[src/rtl/branch_unit.sv]
module branch_unit #(
  parameter int AW = 32
) (
  input  logic          clk,
  input  logic          rst_n,
  input  logic          br_valid,
  input  logic [AW-1:0] br_pc,
  input  logic [AW-1:0] br_imm,
  input  logic [1:0]    br_src,
  input  logic          br_dec,
  input  logic [1:0]    br_cond,
  input  logic          br_link,
  input  logic          br_ext,
  input  logic          sw_we,
  input  logic          sw_sel,
  input  logic [AW-1:0] sw_data,
  output logic          br_taken,
  output logic [AW-1:0] br_target,
  output logic [AW-1:0] link_q,
  output logic [AW-1:0] count_q
);
  localparam logic [1:0] SRC_ABS = 2'd0, SRC_REL = 2'd1, SRC_LNK = 2'd2, SRC_CNT = 2'd3;
  localparam logic [1:0] TST_ZERO = 2'd1, TST_NZ = 2'd2;
  localparam logic [AW-1:0] STEP = AW'(4);

  logic [AW-1:0] link_r, count_r, raw_tgt, cnt_next;
  logic          dec_en, cnt_ok;

  assign dec_en   = br_valid & br_dec & (br_src != SRC_CNT);
  assign cnt_next = dec_en ? count_r - AW'(1) : count_r;

  always_comb begin
    case (br_cond)
      TST_ZERO: cnt_ok = (cnt_next == '0);
      TST_NZ:   cnt_ok = (cnt_next != '0);
      default:  cnt_ok = 1'b1;
    endcase
  end

  always_comb begin
    case (br_src)
      SRC_ABS: raw_tgt = br_imm;
      SRC_REL: raw_tgt = br_pc + br_imm;
      SRC_LNK: raw_tgt = link_r;
      default: raw_tgt = count_r;
    endcase
  end

  assign br_taken  = br_valid & br_ext & cnt_ok;
  assign br_target = {raw_tgt[AW-1:2], 2'b00};
  assign link_q    = link_r;
  assign count_q   = count_r;

  always_ff @(posedge clk) begin
    if (!rst_n) begin
      link_r  <= '0;
      count_r <= '0;
    end else begin
      if (sw_we && !sw_sel) link_r  <= sw_data;
      if (sw_we &&  sw_sel) count_r <= sw_data;
      if (br_valid && br_link) link_r <= br_pc + STEP;
      if (dec_en) count_r <= cnt_next;
    end
  end

  assert_tgt_aligned_R5: assert property (@(posedge clk) disable iff (!rst_n)
    br_target[1:0] == 2'b00);

  assert_taken_gated_R10: assert property (@(posedge clk) disable iff (!rst_n)
    br_taken |-> (br_valid && br_ext));

  assert_link_save_R6: assert property (@(posedge clk) disable iff (!rst_n)
    (br_valid && br_link) |=> (link_q == $past(br_pc) + STEP));

  assert_count_step_R7: assert property (@(posedge clk) disable iff (!rst_n)
    (br_valid && br_dec && br_src != SRC_CNT) |=> (count_q == $past(count_q) - AW'(1)));

  assert_cnt_src_hold_R9: assert property (@(posedge clk) disable iff (!rst_n)
    (br_valid && br_src == SRC_CNT && !(sw_we && sw_sel)) |=> $stable(count_q));

  assert_idle_hold_R10: assert property (@(posedge clk) disable iff (!rst_n)
    (!br_valid && !sw_we) |=> ($stable(count_q) && $stable(link_q)));
endmodule

[config.mk]
export PLATFORM = sky130hd
export DESIGN_NAME = branch_unit
export DESIGN_NICKNAME = d
export VERILOG_FILES = /design/src/rtl/branch_unit.sv
export SDC_FILE = /design/constraint.sdc
export NUM_CORES = 1
export LEC_CHECK = 0
export BUFFER_PORTS_ARGS = -buffer_cell sky130_fd_sc_hd__buf_2
export CAP_MARGIN = 20
export CELL_PAD_IN_SITES_DETAIL_PLACEMENT = 0
export CELL_PAD_IN_SITES_GLOBAL_PLACEMENT = 1
export CORE_MARGIN = 5
export CORE_UTILIZATION = 41
export CTS_BUF_LIST = sky130_fd_sc_hd__clkbuf_4
export DETAILED_ROUTE_END_ITERATION = 16
export PLACE_DENSITY_LB_ADDON = 0.1
export SLEW_MARGIN = 20
export SYNTH_ARGS = -nofsm -noshare
export SYNTH_HDL_FRONTEND = slang
export SYNTH_SLANG_ARGS = --single-unit
[constraint.sdc]
create_clock -name clk -period 9.4 [get_ports clk]
set_input_delay 2.82 -clock clk [delete_from_list [all_inputs] [get_ports clk]]
set_output_delay 2.82 -clock clk [all_outputs]
set_load 0.005 [all_outputs]
==> results of run 1 <==
[critical path, cell delays in order]
cell      delay, ps
buf_2           140
ha_1            330
nand4_1         130
a21boi_1        350
a21oi_1         200
o21ai_0         390
nand2_1         210
o31ai_1         290
buf_4           170
nor2_1           60
o21ai_1         240
xnor2_1         110
mux4_2          450
buf_2           140
[metrics by stage]
| stage | area (sq um) | worst slack [ps] | cells | util [%] | total power, mW |
|---|---|---|---|---|---|
| after floorplan | 6060 | 1160 | 723 | - | 0.540 |
| after global placement | 7190 | 416 | 1073 | 49.5 | 0.665 |
| after detailed placement | 7190 | 396 | 1073 | 49.5 | 0.671 |
| after CTS | 7330 | 354 | 1089 | 50.4 | 0.871 |
| after global routing | 7330 | 81.9 | 1089 | 50.4 | 0.919 |
| final | 7330 | 535 | 1089 | 50.4 | 0.867 |
[sequential cells by signal (all words and copies together), names as in the netlist]
signal and flops:
link_q 32, count_q 32
[report_power, final]
group	total, mW	switching, mW	internal [mW]
Sequential	0.324	0.0316	0.292
Combinational	0.343	0.180	0.163
Clock	0.200	0.118	0.0824
Total	0.867	0.330	0.538
[final timing paths]
path	endpoint	cells after the start	start
setup reg to reg	count_q[25]	8	count_q[3]
setup / recovery	br_target[29]	14	br_pc[2]
hold / removal	count_q[22]	2	count_q[22]
hold reg to reg	count_q[22]	2	count_q[22]
[cell type report]
type                    instances  area (sq um)
inverters                      14          53.8
clock buffers                  10          75.1
fillers                      1493          7210
repair buffers                211          1080
multi-input cells             600          4550
clock inverters                 6          60.1
well taps                     184           230
flip-flops and latches         64          1280
[cell usage in the layout, fill, tap and decap left out, drive strengths merged, types with 6 or more instances in the layout]
cell	n
inv	13
xnor2	42
mux2i	32
a21oi	38
ha	34
clkbuf	10
a211oi	49
nand3	31
and2	6
or3	6
nor2	77
xor2	21
nor4	9
o211ai	6
a21o	13
buf	211
o21ai	39
nand4	12
nor3	20
mux4	28
nor2b	12
nand2	32
dfxtp	64
nand2b	9
and3	15
[per-layer routing]
metal,wire length (um),share of wire [%]
met1,9690,46
met2,10100,47
met3,1300,6.1
met4,177,0.83
met5,0,0
[kinds of logic (layout without fill, tap and decap cells)]
logic type	after synthesis	in the layout	synth area share (%)
other	1	2	0.0619
adders and majority gates	34	34	7.02
and+or+nand+nor	247	247	21.3
buffers and inverters	59	241	3.99
muxes	63	63	16.3
AOI/OAI and AO/OA	191	191	21.2
xor gates and xnor gates	63	63	9.11
DFF	64	64	21.2
==> key figures, run 1 <==
Clock tree
  • Worst skew pair latency: around 470 ps
  • # H-tree levels: 3
  • Post-CTS Setup Bufs: 0
  • Clk sinks: 64
  • Gates resized, CTS repair: 0
  • Worst-path clk slew: approximately 110 ps
  • TritonCTS clock tree: done
  • CTS Buffer Depth: 2
  • CTS Hold Bufs: 0
  • CTS Buf Count: 9
  • Clock root buffer: clkbuf_4

Worst setup path
  • CP max FO: 6
  • Worst Setup Start Kind: input pin
  • Kind of critical path: input pin to output port
  • Worst Path Required: between 6000 and 7000 ps
  • Critical path arrival: between 6000 and 7000 ps
  • CP endpoint kind: output port
  • Reg2reg setup slack: 6590 ps

Layout
  • Final nets: 1,042
  • Fraction of layout cells with a size suffix above 1: 29.9%
  • ANT cells: 0
  • Syn-to-layout area delta: 21.0%

Floorplanning
  • Die W: 132 um
  • Die H: between 100 and 150 um
  • I/O Pins: approximately 210
  • Starting Density: 41.7%
  • FP Rows: 44
  • Area of the die: about 17,000 sq um
  • Core area: between 10,000 and 15,000 sq um

Drt
  • DR iter-0 viols: 416
  • Vias: around 6,400
  • Drt pass-1 iters: 5
  • Vias per cell: 5.87
  • Routed wire per std cell: 19.5 um
  • DRC viols: 0
  • Final wirelength: approximately 21,000 um
  • Post-route ant nets: 0

Global routing
  • All-Layer GR Usage: 23.6%
  • Gr ovfl total: 0
  • First-pass GRT wire length: 33,900 um
  • Met1 Use GR: 31.3%
  • Met2 Usage GRT: 40.2%
  • Pin count of the biggest net entering global routing: 65
  • Gr busiest metal: met2
  • Vias in the first global route: approximately 6,300
  • Met3 GRT Util: 5.12%
  • Antenna violations before repair: 0

Placement
  • Port Buffers: ~200
  • Placer Congestion: between 0.9 and 1
  • Hpwl dp: approximately 16,000 um

Synthesis
  • Register bit total from synthesis: 64
  • Top cells by area, synth: dfxtp_1 (21%), mux4_2 (10%), ha_1 (7.0%)
  • Library cells used by synthesis: between 60 and 70
  • Average size of a mapped cell: 8.39 sq um
  • Top FF cell, synth: dfxtp_1
  • Cell taking the most area after synthesis: dfxtp_1
  • Async set-reset flop share out of synthesis: 0%
  • Synth warn: 0
  • Most frequent cells after synthesis: nor2_1 (77), dfxtp_1 (64), a211oi_1 (49), xnor2_1 (42)
  • Sequential share of the synthesized area: a little over a fifth
  • Most common cell in the netlist: nor2_1
  • Share of the synthesized area in the top cell type: a little over a fifth
  • Post-synthesis cell count: roughly 720
  • Post-synth EDFFs: 0
  • Mapped Area: 6060 sq um

STA
  • Setup_tns: 0 ps
  • Fin Clk Skew: 19.0 ps
  • Slew HR: 39.4%
  • Fmax: 113 MHz
  • RSZ-0062 raised after global routing: false
  • Tcrit/Tclk final: between 90% and 100%
  • Slew Limit Fails: 0
  • Finish-stage setup viols: 0
  • WHS: ~520 ps
  • Fin. Hold Viols: 0
  • Worst slew pin tran: 908 ps
  • Final critical-path required period: 8870 ps

Run status
  • Run status: finished, final reports clean

Pwr
  • Leak: roughly 3.2 nW
  • PD cells: around 120 nW/um^2
  • Worst vdd ir: about 0.061 mV

Min path
  • Worst Hold Class: flip-flop to flip-flop

Flow run
  • Max-Cap Viols: 0
Power figures use the tool's default switching activity.
==> run 2: changes to the inputs <==
--- a/config.mk
+++ b/config.mk
@@ -11,7 +11,7 @@
 export CELL_PAD_IN_SITES_GLOBAL_PLACEMENT = 1
 export CORE_MARGIN = 5
 export CORE_UTILIZATION = 41
-export CTS_BUF_LIST = sky130_fd_sc_hd__clkbuf_4
+export CTS_BUF_LIST = sky130_fd_sc_hd__clkbuf_4 sky130_fd_sc_hd__clkbuf_8
 export DETAILED_ROUTE_END_ITERATION = 16
 export PLACE_DENSITY_LB_ADDON = 0.1
 export SLEW_MARGIN = 20
==> key figures, run 2 (synthesis gave the netlist of run 1 again) <==
Clock tree
  • CTS Buf Count: 9 (unchanged)
  • CTS Hold Bufs: 0 (unchanged)
  • Worst skew pair latency: 370 ps (-100 ps)
  • Worst-path clk slew: 80 ps (-30 ps)
  • # H-tree levels: 3 (unchanged)
  • CTS Buffer Depth: 2 (unchanged)
  • Post-CTS Setup Bufs: 0 (unchanged)
  • TritonCTS clock tree: done
  • Clk sinks: 64 (unchanged)
  • Clock root buffer: clkbuf_8

Drt
  • Vias: 6,457 (+0.99%)
  • DRC viols: 0 (unchanged)
  • Post-route ant nets: 0 (unchanged)
  • Final wirelength: 21,300 um (+0.35%)
  • DR iter-0 viols: 383 (-7.9%)
  • Vias per cell: 5.93 (+0.99%)
  • Drt pass-1 iters: 5 (unchanged)
  • Routed wire per std cell: 19.6 um (+0.35%)

STA
  • Slew Limit Fails: 0 (unchanged)
  • Fin. Hold Viols: 0 (unchanged)
  • Fin Clk Skew: 11.2 ps (-7.74 ps)
  • Worst slew pin tran: 914 ps (+6.69 ps)
  • WHS: 513 ps (-4.36 ps)
  • Slew HR: 39.0% (-0.45 points)
  • Finish-stage setup viols: 0 (unchanged)
  • Final critical-path required period: 8870 ps (+9.17 ps)
  • Setup_tns: 0 ps (unchanged)
  • RSZ-0062 raised after global routing: false
  • Setup ws final: 525 ps (-9.17 ps)
  • Tcrit/Tclk final: 94.4% (+0.098 points)
  • Fmax: 113 MHz (-0.10%)

Placement
  • Cells after DPL: 1,073 (unchanged)
  • Placer Congestion: 0.902 (unchanged)
  • Pre-CTS WS: 396 ps (unchanged)
  • Hpwl dp: 16,100 um (unchanged)
  • Area of placed instances: 7190 sq um (unchanged)
  • Port Buffers: 202 (unchanged)

Global routing
  • First-pass GRT wire length: 34,100 um (+0.53%)
  • Vias in the first global route: 6,332 (+0.38%)
  • Gr ovfl total: 0 (unchanged)
  • Pin count of the biggest net entering global routing: 65 (unchanged)
  • Antenna violations before repair: 0 (unchanged)
  • All-Layer GR Usage: 23.8% (+0.16 points)

Pwr
  • Leak: 3.27 nW (+0.72%)
  • Int Power: 579 uW (+7.7%)
  • Tot Pwr: 911 uW (+5.0%)
  • Comb pwr share: 37.7% (-1.9 points)
  • Clock share of power: 26.7% (+3.6 points)
  • Net Sw Power: 332 uW (+0.57%)
  • Sequential power share: 35.6% (-1.8 points)
  • Worst vdd ir: 0.0667 mV (+9.4%)
  • Switching Share: 36.4% (-1.6 points)
  • PD cells: 123 nW/um^2 (+4.2%)

Layout
  • Final nets: 1,042 (unchanged)
  • Post-Layout Cell Count: 1,089 (unchanged)
  • ANT cells: 0 (unchanged)
  • Syn-to-layout area delta: 21.9%
  • Most frequent cells in the layout: buf_2 (202), nor2_1 (77), dfxtp_1 (64)
  • Final Util: 50.8% (+0.39 points)
  • Commonest non-fill, non-tap cell in the layout: buf_2
  • Fraction of layout cells with a size suffix above 1: 29.9% (unchanged)
  • Cell area after layout: 7380 sq um (+0.77%)

Worst setup path
  • Stages on worst setup path: 14 (unchanged)
  • Worst Path Required: 6580 ps (about the same)
  • CP max FO: 6 (unchanged)
  • Kind of critical path: input pin to output port
  • Worst path top cell family by delay: compound AO/OA/AOI/OAI gates
  • Worst Setup Start Kind: input pin
  • Critical path arrival: 6050 ps (about the same)
  • Slowest stage delay, CP: 450 ps (about the same)
  • Worst reg2reg endpoint: count_q[27]
  • Reg2reg setup slack: 6600 ps (about the same)
  • Crit path buffers/inverters: 3 (unchanged)
  • Worst path most repeated cell: buf_2
  • Critical-path cell list: buf_2 > ha_1 > nand4_1 > a21boi_1 > a21oi_1 > o21ai_0 > nand2_1 > o31ai_1 > buf_4 > nor2_1 > o21ai_1 > xnor2_1 > mux4_2 > buf_2
  • Setup crit end: br_target[29]
  • CP max-delay cell: mux4_2
  • Critical path origin: br_pc[2]
  • Worst r2r src: count_q[3]
  • R2R depth: 8 (unchanged)
  • CP endpoint kind: output port

Floorplanning
  • FP Rows: 44 (unchanged)
  • I/O Pins: 205 (unchanged)
  • Area of the die: 17,300 sq um (unchanged)
  • Starting Density: 41.7% (unchanged)
  • Die H: 132 um (unchanged)
  • Die W: 132 um (unchanged)
  • Core area: 14,500 sq um (unchanged)

Run status
  • Run status: finished, final reports clean

Flow run
  • Max-Cap Viols: 0 (unchanged)

Min path
  • Worst Hold Class: flip-flop to flip-flop
## run 2: cell counts in the layout (fill, tap and decap cells not counted)
No cell type changed its count.
## run 2: per-layer routing
metal,track usage [%],wire length [um],vias to the layer above
met2,40.4,10200,254
li1,-,-,3100
met1,31.3,9540,3082
met4,3.89,134,0
met3,5.70,1420,21
met5,0,0,-
## run 2: how the worst min path moves through the flow
stage	slack [ps]	endpoint	from	cells after the start
5_1_grt	550	count_q[31]	count_q[31]	2
3_3_place_gp	490	count_q[22]	count_q[22]	2
4_1_cts	520	count_q[22]	count_q[22]	2
2_1_floorplan	470	count_q[22]	count_q[22]	2
3_5_place_dp	510	count_q[22]	count_q[22]	2
6_report	510	count_q[22]	count_q[22]	2
## run 2: final cells by class
cell class / count / area [sq um]
timing repair buffer: 211 / 1080
clock inverter: 6 / 60.1
multi-input combinational: 600 / 4550
tap: 184 / 230
inverter: 14 / 53.8
sequential: 64 / 1280
clock buffer: 10 / 131
fill: 1486 / 7150
## run 2: repair_timing
action / CTS / global route
resized for setup: 0 / 1
endpoints found under the setup margin: 0 / 1
hold endpoints to repair: 0 / 0
## run 2: power by group through the flow
stage / clock network, mW / registers (mW) / logic, mW
final: 0.244 / 0.324 / 0.343
after global routing: 0.263 / 0.328 / 0.378
after CTS: 0.252 / 0.324 / 0.344
after detailed placement: 0 / 0.330 / 0.342
after global placement: 0 / 0.328 / 0.336
after floorplan: 0 / 0.319 / 0.222
## run 2: worst reg2reg max path, cell delays in order (launching register included)
cell and delay [ps]:
dfxtp_1 390, or2_4 300, nor4_4 260, or4b_1 640
or3_1 460, nor3_1 280, nand3_1 130, nand3_1 100
a31oi_1 100
==> run 3: changes to the inputs <==
--- a/config.mk
+++ b/config.mk
@@ -9,6 +9,7 @@
 export CAP_MARGIN = 20
 export CELL_PAD_IN_SITES_DETAIL_PLACEMENT = 0
 export CELL_PAD_IN_SITES_GLOBAL_PLACEMENT = 1
+export CORE_ASPECT_RATIO = 1.5
 export CORE_MARGIN = 5
 export CORE_UTILIZATION = 41
 export CTS_BUF_LIST = sky130_fd_sc_hd__clkbuf_4 sky130_fd_sc_hd__clkbuf_8
==> key figures, run 3 (synthesis gave the netlist of run 1 again) <==
Run status
  • Run status: finished, final reports clean

Clock tree
  • Post-CTS Setup Bufs: 0 (unchanged)
  • Clock root buffer: clkbuf_8
  • Clk sinks: 64 (unchanged)
  • TritonCTS clock tree: done
  • Worst skew pair latency: 360 ps (about the same)
  • CTS Buffer Depth: 2 (unchanged)
  • Gates resized, CTS repair: 0 (unchanged)
  • Worst-path clk slew: 70 ps (about the same)
  • CTS Buf Count: 9 (unchanged)
  • CTS Hold Bufs: 0 (unchanged)
  • # H-tree levels: 3 (unchanged)

STA
  • RSZ-0062 raised after global routing: false
  • Tcrit/Tclk final: 94.5% (about the same)
  • WHS: 517 ps (+4.33 ps)
  • Slew Limit Fails: 0 (unchanged)
  • Worst slew pin tran: 916 ps (+1.97 ps)
  • Slew HR: 38.7% (-0.29 points)
  • Fin Clk Skew: 10.8 ps (-0.439 ps)
  • Setup_tns: 0 ps (unchanged)
  • Finish-stage setup viols: 0 (unchanged)
  • Fin. Hold Viols: 0 (unchanged)
  • Fmax: 113 MHz (about the same)
  • Final critical-path required period: 8880 ps (+7.97 ps)

Global routing
  • Gr ovfl total: 0 (unchanged)
  • All-Layer GR Usage: 24.6% (+0.83 points)
  • Antenna violations before repair: 0 (unchanged)
  • Vias in the first global route: 6,588 (+4.0%)
  • Pin count of the biggest net entering global routing: 65 (unchanged)
  • First-pass GRT wire length: 33,800 um (-0.75%)

Layout
  • Fraction of layout cells with a size suffix above 1: 30.0% (+0.077 points)
  • Final nets: 1,043 (+0.096%)
  • Most frequent cells in the layout: buf_2 (202), nor2_1 (77), dfxtp_1 (64)
  • Multi-input logic area: 4550 sq um (unchanged)
  • Register Area: 1280 sq um (unchanged)
  • Syn-to-layout area delta: 23.0%
  • ANT cells: 0 (unchanged)
  • Fillers: 1,465 (-1.4%)
  • Commonest non-fill, non-tap cell in the layout: buf_2

Placement
  • Port Buffers: 202 (unchanged)
  • Hpwl dp: 17,000 um (+5.3%)
  • Placer Congestion: 0.883 (-2.1%)

Floorplanning
  • Die H: 159 um (+21%)
  • Area of the die: 17,400 sq um (+0.29%)
  • Die W: 109 um (-17%)
  • Core area: 14,500 sq um (about the same)
  • I/O Pins: 205 (unchanged)
  • Starting Density: 41.7% (about the same)
  • FP Rows: 54 (+23%)

Worst setup path
  • Worst Setup Start Kind: input pin
  • Worst path most repeated cell: buf_2
  • CP max-delay cell: o21ai_0
  • Kind of critical path: input pin to output port
  • CP endpoint kind: output port
  • Critical path arrival: 6060 ps (about the same)
  • Critical-path cell list: buf_2 > ha_1 > nand4_1 > a21boi_0 > a21oi_1 > o21ai_0 > nand2_1 > o31ai_1 > buf_4 > nor2_1 > o21ai_1 > xnor2_1 > mux4_2 > buf_2
  • CP max FO: 6 (unchanged)
  • Worst Path Required: 6580 ps (about the same)
  • Reg2reg setup slack: 6640 ps (+40 ps)
  • Slowest stage delay, CP: 450 ps (about the same)

Pwr
  • Tot Pwr: 949 uW (+4.2%)
  • Switching Share: 34.5% (-1.9 points)
  • Sequential power share: 34.1% (-1.5 points)
  • PD cells: 127 nW/um^2 (+3.2%)
  • Worst vdd ir: 0.0790 mV (+18%)
  • Leak: 3.30 nW (+0.97%)
  • Comb pwr share: 36.4% (-1.3 points)
  • Int Power: 621 uW (+7.2%)
  • Net Sw Power: 328 uW (-1.2%)
  • Clock share of power: 29.5% (+2.8 points)

Drt
  • Drt pass-1 iters: 6 (+1)
  • Final wirelength: 21,900 um (+2.8%)
  • Routed wire per std cell: 19.9 um (+1.6%)
  • DR iter-0 viols: 345 (-9.9%)
  • Vias per cell: 5.84 (-1.5%)
  • DRC viols: 0 (unchanged)
  • Vias: 6,435 (-0.34%)
  • Post-route ant nets: 0 (unchanged)

Flow run
  • Max-Cap Viols: 0 (unchanged)

Min path
  • Worst Hold Class: flip-flop to flip-flop
==> run 3: cell count changes in the layout (fill, tap and decap cells not counted), sizes merged <==
cell / change
clkbuf: +3
buf: +1
clkinv: -3
bufinv: +1
inv: +1
clkinvlp: -2
==> run 3: metal layers <==
layer / vias to the layer above / share of wire [%] / GRT usage [%]
met2: 217 / 53 / 45.0
met1: 3092 / 39 / 29.0
met4: 0 / 2.5 / 9.42
met5: - / 0 / 0
met3: 32 / 5.1 / 2.36
li1: 3094 / - / -
==> run 3: final timing paths <==
path	cells past startpoint	to	startpoint
worst max-delay path	14	br_target[29]	br_pc[2]
worst min-delay path	2	count_q[22]	count_q[22]
worst max register to register	8	count_q[27]	count_q[3]
worst min register to register	2	count_q[22]	count_q[22]
==> run 3: final cells by class <==
type	count	share of cell area (%)
Multi-Input combinational cell	600	61.0
Clock buffer	13	2.15
Tap cell	196	3.29
Clock inverter	3	0.873
Timing Repair Buffer	212	14.7
Inverter	14	0.705
Sequential cell	64	17.2
==> run 3: power by group through the flow <==
stage	Clock, mW	Sequential, mW	Combinational, mW
after global routing	0.294	0.327	0.379
after detailed placement	0	0.329	0.345
after global placement	0	0.328	0.339
after floorplan	0	0.319	0.222
after CTS	0.285	0.323	0.346
final	0.280	0.324	0.345
==> run 3: worst max-delay path: cells and delay by family <==
family,cells,cell delay [ps]
AOI/OAI and AO/OA,5,1520
muxes,1,450
adders and majority gates,1,340
and+or+nand+nor,3,370
buffers and inverters,3,450
xor gates and xnor gates,1,110
==> run 3: through the flow <==
step                      utilization [%]  cell area [sq um]  instances  setup WS, ps
after floorplan                         -               6060        723          1160
after global placement               49.6               7210       1085           520
after detailed placement             49.6               7210       1085           495
after CTS                            51.2               7430       1101           484
after global routing                 51.3               7450       1102           266
final                                51.3               7450       1102           517
